## config.mk

```make
export PLATFORM = sky130hd
export DESIGN_NAME = csr_endian_decoder
export DESIGN_NICKNAME = d
export VERILOG_FILES = /design/src/rtl/csr_dec_pkg.sv /design/src/rtl/csr_addr_decode.sv /design/src/rtl/csr_lane_swap.sv /design/src/rtl/csr_reg_bank.sv /design/src/rtl/csr_endian_decoder.sv
export SDC_FILE = /design/constraint.sdc
export NUM_CORES = 2
export LEC_CHECK = 0
export ABC_CLOCK_PERIOD_IN_PS = 4350
export CAP_MARGIN = 10
export CORE_ASPECT_RATIO = 0.7
export CORE_MARGIN = 2
export CORE_UTILIZATION = 44
export DETAILED_ROUTE_END_ITERATION = 8
export SETUP_SLACK_MARGIN = 0.05
export SKIP_LAST_GASP = 1
export SYNTH_ARGS = -nofsm -noshare
export SYNTH_HDL_FRONTEND = slang
export SYNTH_SLANG_ARGS = --single-unit
```

## constraint.sdc

```tcl
create_clock -name clk -period 4.35 [get_ports clk]
set_input_delay 1.0875 -clock clk [delete_from_list [all_inputs] [get_ports clk]]
set_output_delay 1.0875 -clock clk [all_outputs]
set_load 0.02 [all_outputs]
```

## src/rtl/csr_dec_pkg.sv

```systemverilog
// Shared types for the dual-endian CSR target decoder.
// Assumes: a single request per cycle and no outstanding transactions.
package csr_dec_pkg;

    // Which view of the register bank a request targets.
    typedef enum logic [1:0] {
        WIN_NONE   = 2'd0,
        WIN_MEM_LE = 2'd1,
        WIN_MEM_BE = 2'd2,
        WIN_IO     = 2'd3
    } csr_win_e;

    // Result of address classification for one request.
    typedef struct packed {
        csr_win_e win;   // selected view
        logic     hit;   // location is backed by a register
        logic     full;  // all byte lanes enabled
    } csr_decode_t;

endpackage

```

## src/rtl/csr_addr_decode.sv

```systemverilog
// Classifies a request into a window view, a word index and read/write
// enables. Partial writes and unimplemented locations never produce a
// write enable. Assumes ADDR_W-2 >= IDX_W+2, so at least one gap bit
// exists between the word index and the alias-select bit.
module csr_addr_decode
    import csr_dec_pkg::*;
#(
    parameter int ADDR_W   = 10,
    parameter int IDX_W    = 6,
    parameter int NUM_REGS = 48,
    parameter int LANES    = 4
) (
    input  logic              req_valid,
    input  logic              req_write,
    input  logic              req_io,
    input  logic [ADDR_W-1:0] req_addr,
    input  logic [LANES-1:0]  req_be,
    output logic [IDX_W-1:0]  word_idx,
    output logic              swap_en,
    output logic              wr_en,
    output logic              rd_en
);

    localparam int SPAN_LO   = IDX_W + 2;   // first bit above the word index
    localparam int ALIAS_BIT = ADDR_W - 1;  // big-endian view select
    localparam logic [IDX_W:0] REG_LIMIT = (IDX_W+1)'(NUM_REGS);

    csr_decode_t dec;
    logic        mem_gap_clear;
    logic        io_high_clear;
    logic        slot_present;

    // Address field extraction and implemented-slot check.
    always_comb begin
        mem_gap_clear = (req_addr[ALIAS_BIT-1:SPAN_LO] == '0);
        io_high_clear = (req_addr[ADDR_W-1:SPAN_LO] == '0);
        word_idx      = req_addr[SPAN_LO-1:2];
        slot_present  = ({1'b0, word_idx} < REG_LIMIT);
    end

    // Window and view classification.
    always_comb begin
        if (req_io) begin
            dec.win = io_high_clear ? WIN_IO : WIN_NONE;
        end else if (!mem_gap_clear) begin
            dec.win = WIN_NONE;
        end else if (req_addr[ALIAS_BIT]) begin
            dec.win = WIN_MEM_BE;
        end else begin
            dec.win = WIN_MEM_LE;
        end
        dec.hit  = (dec.win != WIN_NONE) && slot_present;
        dec.full = &req_be;
    end

    // Access enables towards the register bank and lane swapper.
    always_comb begin
        swap_en = (dec.win == WIN_MEM_BE);
        wr_en   = req_valid &  req_write & dec.hit & dec.full;
        rd_en   = req_valid & ~req_write & dec.hit;
    end

endmodule

```

## src/rtl/csr_lane_swap.sv

```systemverilog
// Optional byte-lane reversal: lane g of the output takes lane
// LANES-1-g of the input when swap_en is set, else passes through.
// Purely combinational; used on both the write and the read path.
module csr_lane_swap #(
    parameter int LANES  = 4,
    parameter int LANE_W = 8
) (
    input  logic                      swap_en,
    input  logic [LANES*LANE_W-1:0]   din,
    output logic [LANES*LANE_W-1:0]   dout
);

    logic [LANES*LANE_W-1:0] reversed;

    // One mirrored lane per generate iteration.
    for (genvar g = 0; g < LANES; g++) begin : g_lane
        assign reversed[g*LANE_W +: LANE_W] = din[(LANES-1-g)*LANE_W +: LANE_W];
    end

    // Select the swapped or the straight word.
    always_comb begin
        dout = swap_en ? reversed : din;
    end

endmodule

```

## src/rtl/csr_reg_bank.sv

```systemverilog
// Register file of NUM_REGS words with one write and one read port.
// Read is combinational, write takes effect at the clock edge.
// Assumes the caller never enables a write to an index >= NUM_REGS;
// reads of such an index return zero.
module csr_reg_bank #(
    parameter int DATA_W   = 32,
    parameter int NUM_REGS = 48,
    parameter int IDX_W    = 6
) (
    input  logic              clk,
    input  logic              rst_n,
    input  logic              wr_en,
    input  logic [IDX_W-1:0]  wr_idx,
    input  logic [DATA_W-1:0] wr_data,
    input  logic [IDX_W-1:0]  rd_idx,
    output logic [DATA_W-1:0] rd_data
);

    localparam logic [IDX_W:0] REG_LIMIT = (IDX_W+1)'(NUM_REGS);

    logic [DATA_W-1:0] words [NUM_REGS];

    // Storage update: clear on reset, else write the addressed word.
    always_ff @(posedge clk) begin
        if (!rst_n) begin
            for (int i = 0; i < NUM_REGS; i++) begin
                words[i] <= '0;
            end
        end else if (wr_en) begin
            words[wr_idx] <= wr_data;
        end
    end

    // Read port with zero for indices beyond the bank.
    always_comb begin
        rd_data = '0;
        if ({1'b0, rd_idx} < REG_LIMIT) begin
            rd_data = words[rd_idx];
        end
    end

endmodule

```

## src/rtl/csr_endian_decoder.sv

```systemverilog
// Dual-endian CSR target decoder top. Decodes one request per cycle,
// swaps write data for the big-endian view, stores into the register
// bank, and registers a one-cycle completion with read data.
// Assumes: window-relative addresses (base matching is done upstream),
// DATA_W a multiple of 8, ADDR_W >= 10.
module csr_endian_decoder
    import csr_dec_pkg::*;
#(
    parameter int ADDR_W   = 10,
    parameter int DATA_W   = 32,
    parameter int NUM_REGS = 48
) (
    input  logic                  clk,
    input  logic                  rst_n,
    input  logic                  req_valid,
    input  logic                  req_write,
    input  logic                  req_io,
    input  logic [ADDR_W-1:0]     req_addr,
    input  logic [DATA_W/8-1:0]   req_be,
    input  logic [DATA_W-1:0]     req_wdata,
    output logic                  rsp_ready,
    output logic                  rsp_rvalid,
    output logic [DATA_W-1:0]     rsp_rdata
);

    localparam int LANES = DATA_W / 8;
    localparam int IDX_W = ADDR_W - 4;

    logic [IDX_W-1:0]  word_idx;
    logic              swap_en;
    logic              bank_we;
    logic              rd_en;
    logic [DATA_W-1:0] store_word;
    logic [DATA_W-1:0] bank_word;
    logic [DATA_W-1:0] bus_word;

    csr_addr_decode #(
        .ADDR_W   (ADDR_W),
        .IDX_W    (IDX_W),
        .NUM_REGS (NUM_REGS),
        .LANES    (LANES)
    ) u_decode (
        .req_valid (req_valid),
        .req_write (req_write),
        .req_io    (req_io),
        .req_addr  (req_addr),
        .req_be    (req_be),
        .word_idx  (word_idx),
        .swap_en   (swap_en),
        .wr_en     (bank_we),
        .rd_en     (rd_en)
    );

    csr_lane_swap #(
        .LANES  (LANES),
        .LANE_W (8)
    ) u_wr_swap (
        .swap_en (swap_en),
        .din     (req_wdata),
        .dout    (store_word)
    );

    csr_reg_bank #(
        .DATA_W   (DATA_W),
        .NUM_REGS (NUM_REGS),
        .IDX_W    (IDX_W)
    ) u_bank (
        .clk     (clk),
        .rst_n   (rst_n),
        .wr_en   (bank_we),
        .wr_idx  (word_idx),
        .wr_data (store_word),
        .rd_idx  (word_idx),
        .rd_data (bank_word)
    );

    csr_lane_swap #(
        .LANES  (LANES),
        .LANE_W (8)
    ) u_rd_swap (
        .swap_en (swap_en),
        .din     (bank_word),
        .dout    (bus_word)
    );

    // Response stage: one-cycle ready, read-valid and gated read data.
    always_ff @(posedge clk) begin
        if (!rst_n) begin
            rsp_ready  <= 1'b0;
            rsp_rvalid <= 1'b0;
            rsp_rdata  <= '0;
        end else begin
            rsp_ready  <= req_valid;
            rsp_rvalid <= req_valid & ~req_write;
            rsp_rdata  <= rd_en ? bus_word : '0;
        end
    end

endmodule

```

# == Yosys cells after proc, flatten, opt, wreduce, memory -nomap -nowiden ==
# Memories as Yosys holds them, arrays and structs flattened.
# Cells that the tools add are included.
# classes
add_sub_neg,0
multipliers,0
n_div,0
order_cmp,1
n_eq_ne,1
n_shift,0
muxes,14
bitwise_logic,6
reduce_logical,6
# op_table
operator,n
$mux 32,4
$reduce_or 32->1,1
$mux 2,4
$lt 6x6->1 const B,1
$mux 6,1
$and 1x1->1,5
$mux 1,5
$reduce_and 4->1,1
$eq 2x2->1 const B,1
$logic_not 2->1,1
$reduce_and 2->1,1
$reduce_bool 2->1,1
$logic_and 1x1->1,1
$not 1->1,1
# totals
reg_bits,34
latch_bits,0
mem_bits_rw,1536
rom_bits,0
input_bits,51
output_inout_bits,34
wordCells,32
memories,1
# memory_table
name,words,width,rd,rd_ports_with_merged_regs,write_ports,line,source
u_bank.words,48,32,1,0,48,csr_reg_bank.sv:21,logic [DATA_W-1:0] words [NUM_REGS];

# == Longest topological paths before layout ==
# logic_depth
word_depth,12
ltp_mapped,11
ltp_nobuf,6

# == By module ==
# A second synthesis with hierarchy kept.
# hier_totals
hier_cells,4460
area_unflattened_um2,71253.3
# modules_own_cells
module,instances,cells_each,area_per_inst_um2,seq_area_each_um2
csr_reg_bank,1,4301,69148.8,46124.2
csr_lane_swap,2,36,544.3,0.0
csr_endian_decoder,1,74,925.9,680.7
csr_addr_decode,1,13,90.1,0.0

# == Worst setup path after synthesis ==
# Ideal clock, no wire load.
# synth_path
path_kind,input-to-reg
from,in req_addr[9]
to,mem u_bank.words[8][0] (enable)
setup_time_ns,0.389
arrival_ns,3.427
t_required_ns,3.961
setup_slack_ns,0.534
stages,7
n_path_buf,2
path_cell_list,a221o_1 > or4_1 > buf_4 > nor2_4 > nand2_1 > clkbuf_1 > nand2_1
# synth_rtl
item,line,source
"start, declared",csr_endian_decoder.sv:18,"input logic [ADDR_W-1:0] req_addr,"
"end, declared",csr_reg_bank.sv:21,

# == Worst setup path after layout ==
# layout_path
from,in req_addr[4]
to,reg rsp_rdata[22]
# layout_between
elab_chain_len,4
word_cells_on_any_way,7
cone_classes,1 x order compare; 2 x mux; 1 x bitwise; 2 x reduce/logical; 1 x memory
# layout_lines
item,line,source
branches (longest 4 deep; another with $mem_v2 48x32),n/a,
"end signal, assigned",csr_endian_decoder.sv:95,rsp_rdata <= rd_en ? bus_word : '0;
"end, declared",csr_endian_decoder.sv:23,output logic [DATA_W-1:0] rsp_rdata
# Several ways; the timed one is not identified.
# A chain may end at the register's enable or synchronous reset.

==> results.md <==
- Vias in the first global route: 43448
- Critical R2R Capture: rsp_rdata[23]
- DR vias: 46788
- Largest net degree at the start of global routing: 57
- Post-route ant nets: 0
- Leakage Power: around 28 nW
- RSZ-0062 raised after global routing: false
- Post-synthesis cell count: 5269
- Status: complete, no violations
- Setup Buffers After CTS: 0
- Met1 global-route usage: 44.1%
- CTS clk-pin slew, worst paths: roughly 60 ps
- Relative slew slack: 12.4%
- Share of cells above drive strength 1: 14.0%
- Tcrit/Tclk final: 83.7%
- Critical Path Start: req_addr[4]
- Die Ht: 332 um
- CTS tree: built
- R2R setup slack: roughly 1600 ps
- Critical Path End Type: flip-flop
- Critical path arrival: 4280 ps
- Top post-synthesis cells by count: nor2_1 (1599), edfxtp_1 (1536), clkbuf_1 (387)
- Root buf cell: clkbuf_16
- Main area contributors after synthesis: edfxtp_1 (68%), nor2_1 (8.9%), mux2i_1 (5.6%), a221oi_1 (2.4%), clkbuf_1 (2.2%)
- Worst Path Required: 4980 ps
- Setup_tns: 0 ps
- MaxCap Viol Count: 0
- CTS buffer count: 149
- Nets: 5424
- Synth unique cells: 58
- Synth top area share: 68.4%
- F_max: 0.275 GHz
- HP Class: input port to flip-flop
- Critical-path cell list: buf_8, buf_12, nand2b_1, o22ai_1, a211oi_1, o22ai_1, nor4bb_1, o22ai_1
- Final setup skew: 25.9 ps
- Met3 usage: 10.3%
- Total power: 33.6 mW
- Predominant post-synthesis flop cell: edfxtp_1
- Sequential share of the synthesized area: 69.4%
- Cell taking the most area after synthesis: edfxtp_1
- Port buffer count: 82
- Clock buffer depth: 3
- Cell mode on critical path: o22ai_1
- Avg Cell Area, Syn: 12.8 sq um
- Post-detail-place hpwl: approximately 140 mm
- Avg Vias per Cell: 6.23
- Maximum vdd drop: 417 uV
- Crit-path max FO: 33
- Grt ovf: 0
- Initial antenna violation count: 11
- Cts repair resizes: 0
- Clock Latency Late Sink: 780 ps
- P per Cell Area: 429 nW/um^2
- Tmin final: 3640 ps
- Final setup vio count: 0
- Startpoint types: input port
- Post-Syn Area: around 67000 sq um
- Rows: 120
- Die width: around 470 um
- Initial core utilization: 44.2%
- Clk sinks: 1570
- Gr busiest metal: met1
- # hold bufs at CTS: 0
- Worst Setup Path Type: input port to flip-flop
- Setup crit end: rsp_rdata[22]
- Met2 Usage GRT: roughly 39%
- Worst R2R Start: u_bank.words[41][15]
- Drt pass-1 iters: 6
- Worst Max-Slew Pin Slew: 1310 ps
- Final hold vios: 0
- Crit path largest cell delay: 750 ps
- Max Slew Vio Count: 0
- GPL Wtd Cong: roughly 1.0
- Core area: 153000 sq um
- Wirelength, routed: 234 mm
- # DRC: 0
- Synthesized Nets: about 5300
- Slowest-stage cell, CP: nor4bb_1
- First-pass GRT wire length: 329 mm
- Die ar.: between 150000 and 200000 sq um
- I/O pin cnt: 85
- YS warnings: 0
- EDFF count, synth: 1536
- H-tree levels: 4
- Routed WL per cell: a little over 30 um
- Most frequent cell after synthesis: nor2_1
- Syn-to-layout area delta: 16.2%
- Total track usage: 29.4%
- FFs w/ async S/R, synth: 0%
- Drt initial violations: 7407
- FF+latch count, synth: 1570
- FF-to-FF path depth: 7
## stage by stage
stage          util [%]  setup slack (ps)  hold slack [ps]  instances  area (sq um)
2_1_floorplan         -               534              632       5269         67400
3_3_place_gp       48.3               119              903       7235         73700
3_5_place_dp       48.3              86.8              921       7235         73700
4_1_cts            51.3               925              538       7505         78300
5_1_grt            51.3               753              608       7505         78300
6_report           51.3               708              585       7507         78300
## registers in the layout (all words and copies together) (netlist names)
name	flops
rsp_rdata	32
rsp_rvalid	1
u_bank.words	1536
rsp_ready	1
## logic make-up (layout without fill, tap and decap cells)
| logic type | count (synthesis) | in the layout | share of synthesized area [%] |
|---|---|---|---|
| simple gates | 1859 | 1859 | 11.1 |
| flops | 1570 | 1570 | 69.4 |
| compound gates | 833 | 833 | 9.22 |
| buf+inv | 568 | 791 | 3.48 |
| mux | 439 | 439 | 6.78 |
| other cells | 0 | 2 | 0 |
## layout make-up
| cell class | instances | area, sq um |
|---|---|---|
| tap | 2013 | 2520 |
| sequential | 1570 | 46800 |
| timing repair buffer | 511 | 5550 |
| clock inverter | 82 | 658 |
| fill | 12946 | 74200 |
| multi-input combinational | 3131 | 18800 |
| inverter | 10 | 42.5 |
| antenna | 2 | 5.00 |
| clock buffer | 188 | 3980 |
## layer usage
| metal | up-vias | part of all wire [%] |
|---|---|---|
| met5 | - | 0.015 |
| met3 | 442 | 15 |
| met4 | 6 | 4.3 |
| met1 | 23559 | 41 |
| met2 | 3132 | 40 |
| li1 | 19649 | - |
## cell usage in the layout (no fill, tap or decap), types with 20 or more instances in the layout
cell type and n:
a221o_1 112, a31oi_1 27, buf_4 309, clkinv_2 20, a22o_1 20, buf_12 120
clkinv_1 38, clkbuf_16 154, a21oi_1 79, a22oi_1 36, edfxtp_1 1536, a221oi_1 184
o22a_1 41, nor2_1 1596, nand2_1 128, dfxtp_1 34, mux2i_1 346, mux2i_4 32
mux2_2 52, o22ai_1 193, clkbuf_1 34, clkdlybuf4s50_1 78, o21ai_0 80
## how the worst min path moves through the flow
stage | start | end | slack [ps] | cells after the start
floorplan | u_bank.words[44][12] | rsp_rdata[12] | 630 | 3
global placement | u_bank.words[43][9] | rsp_rdata[9] | 900 | 5
detailed placement | u_bank.words[43][9] | rsp_rdata[17] | 920 | 5
CTS | rst_n | rsp_ready | 540 | 3
global route | rst_n | rsp_ready | 610 | 3
finish | rst_n | rsp_ready | 580 | 3
## worst max-delay path: cells and delay by family
kind / cells / cell delay (ps)
buffers and inverters: 2 / 640
AOI/OAI and AO/OA: 4 / 1320
and+or+nand+nor: 2 / 1130
## report_power, final
group          switching, mW  leakage (nW)  internal, mW  total, mW
clock network           5.75          2.26          7.02       12.8
logic                   2.31          11.0          1.05       3.36
registers              0.203          14.8          17.3       17.5
Power figures use the tool's default switching activity.
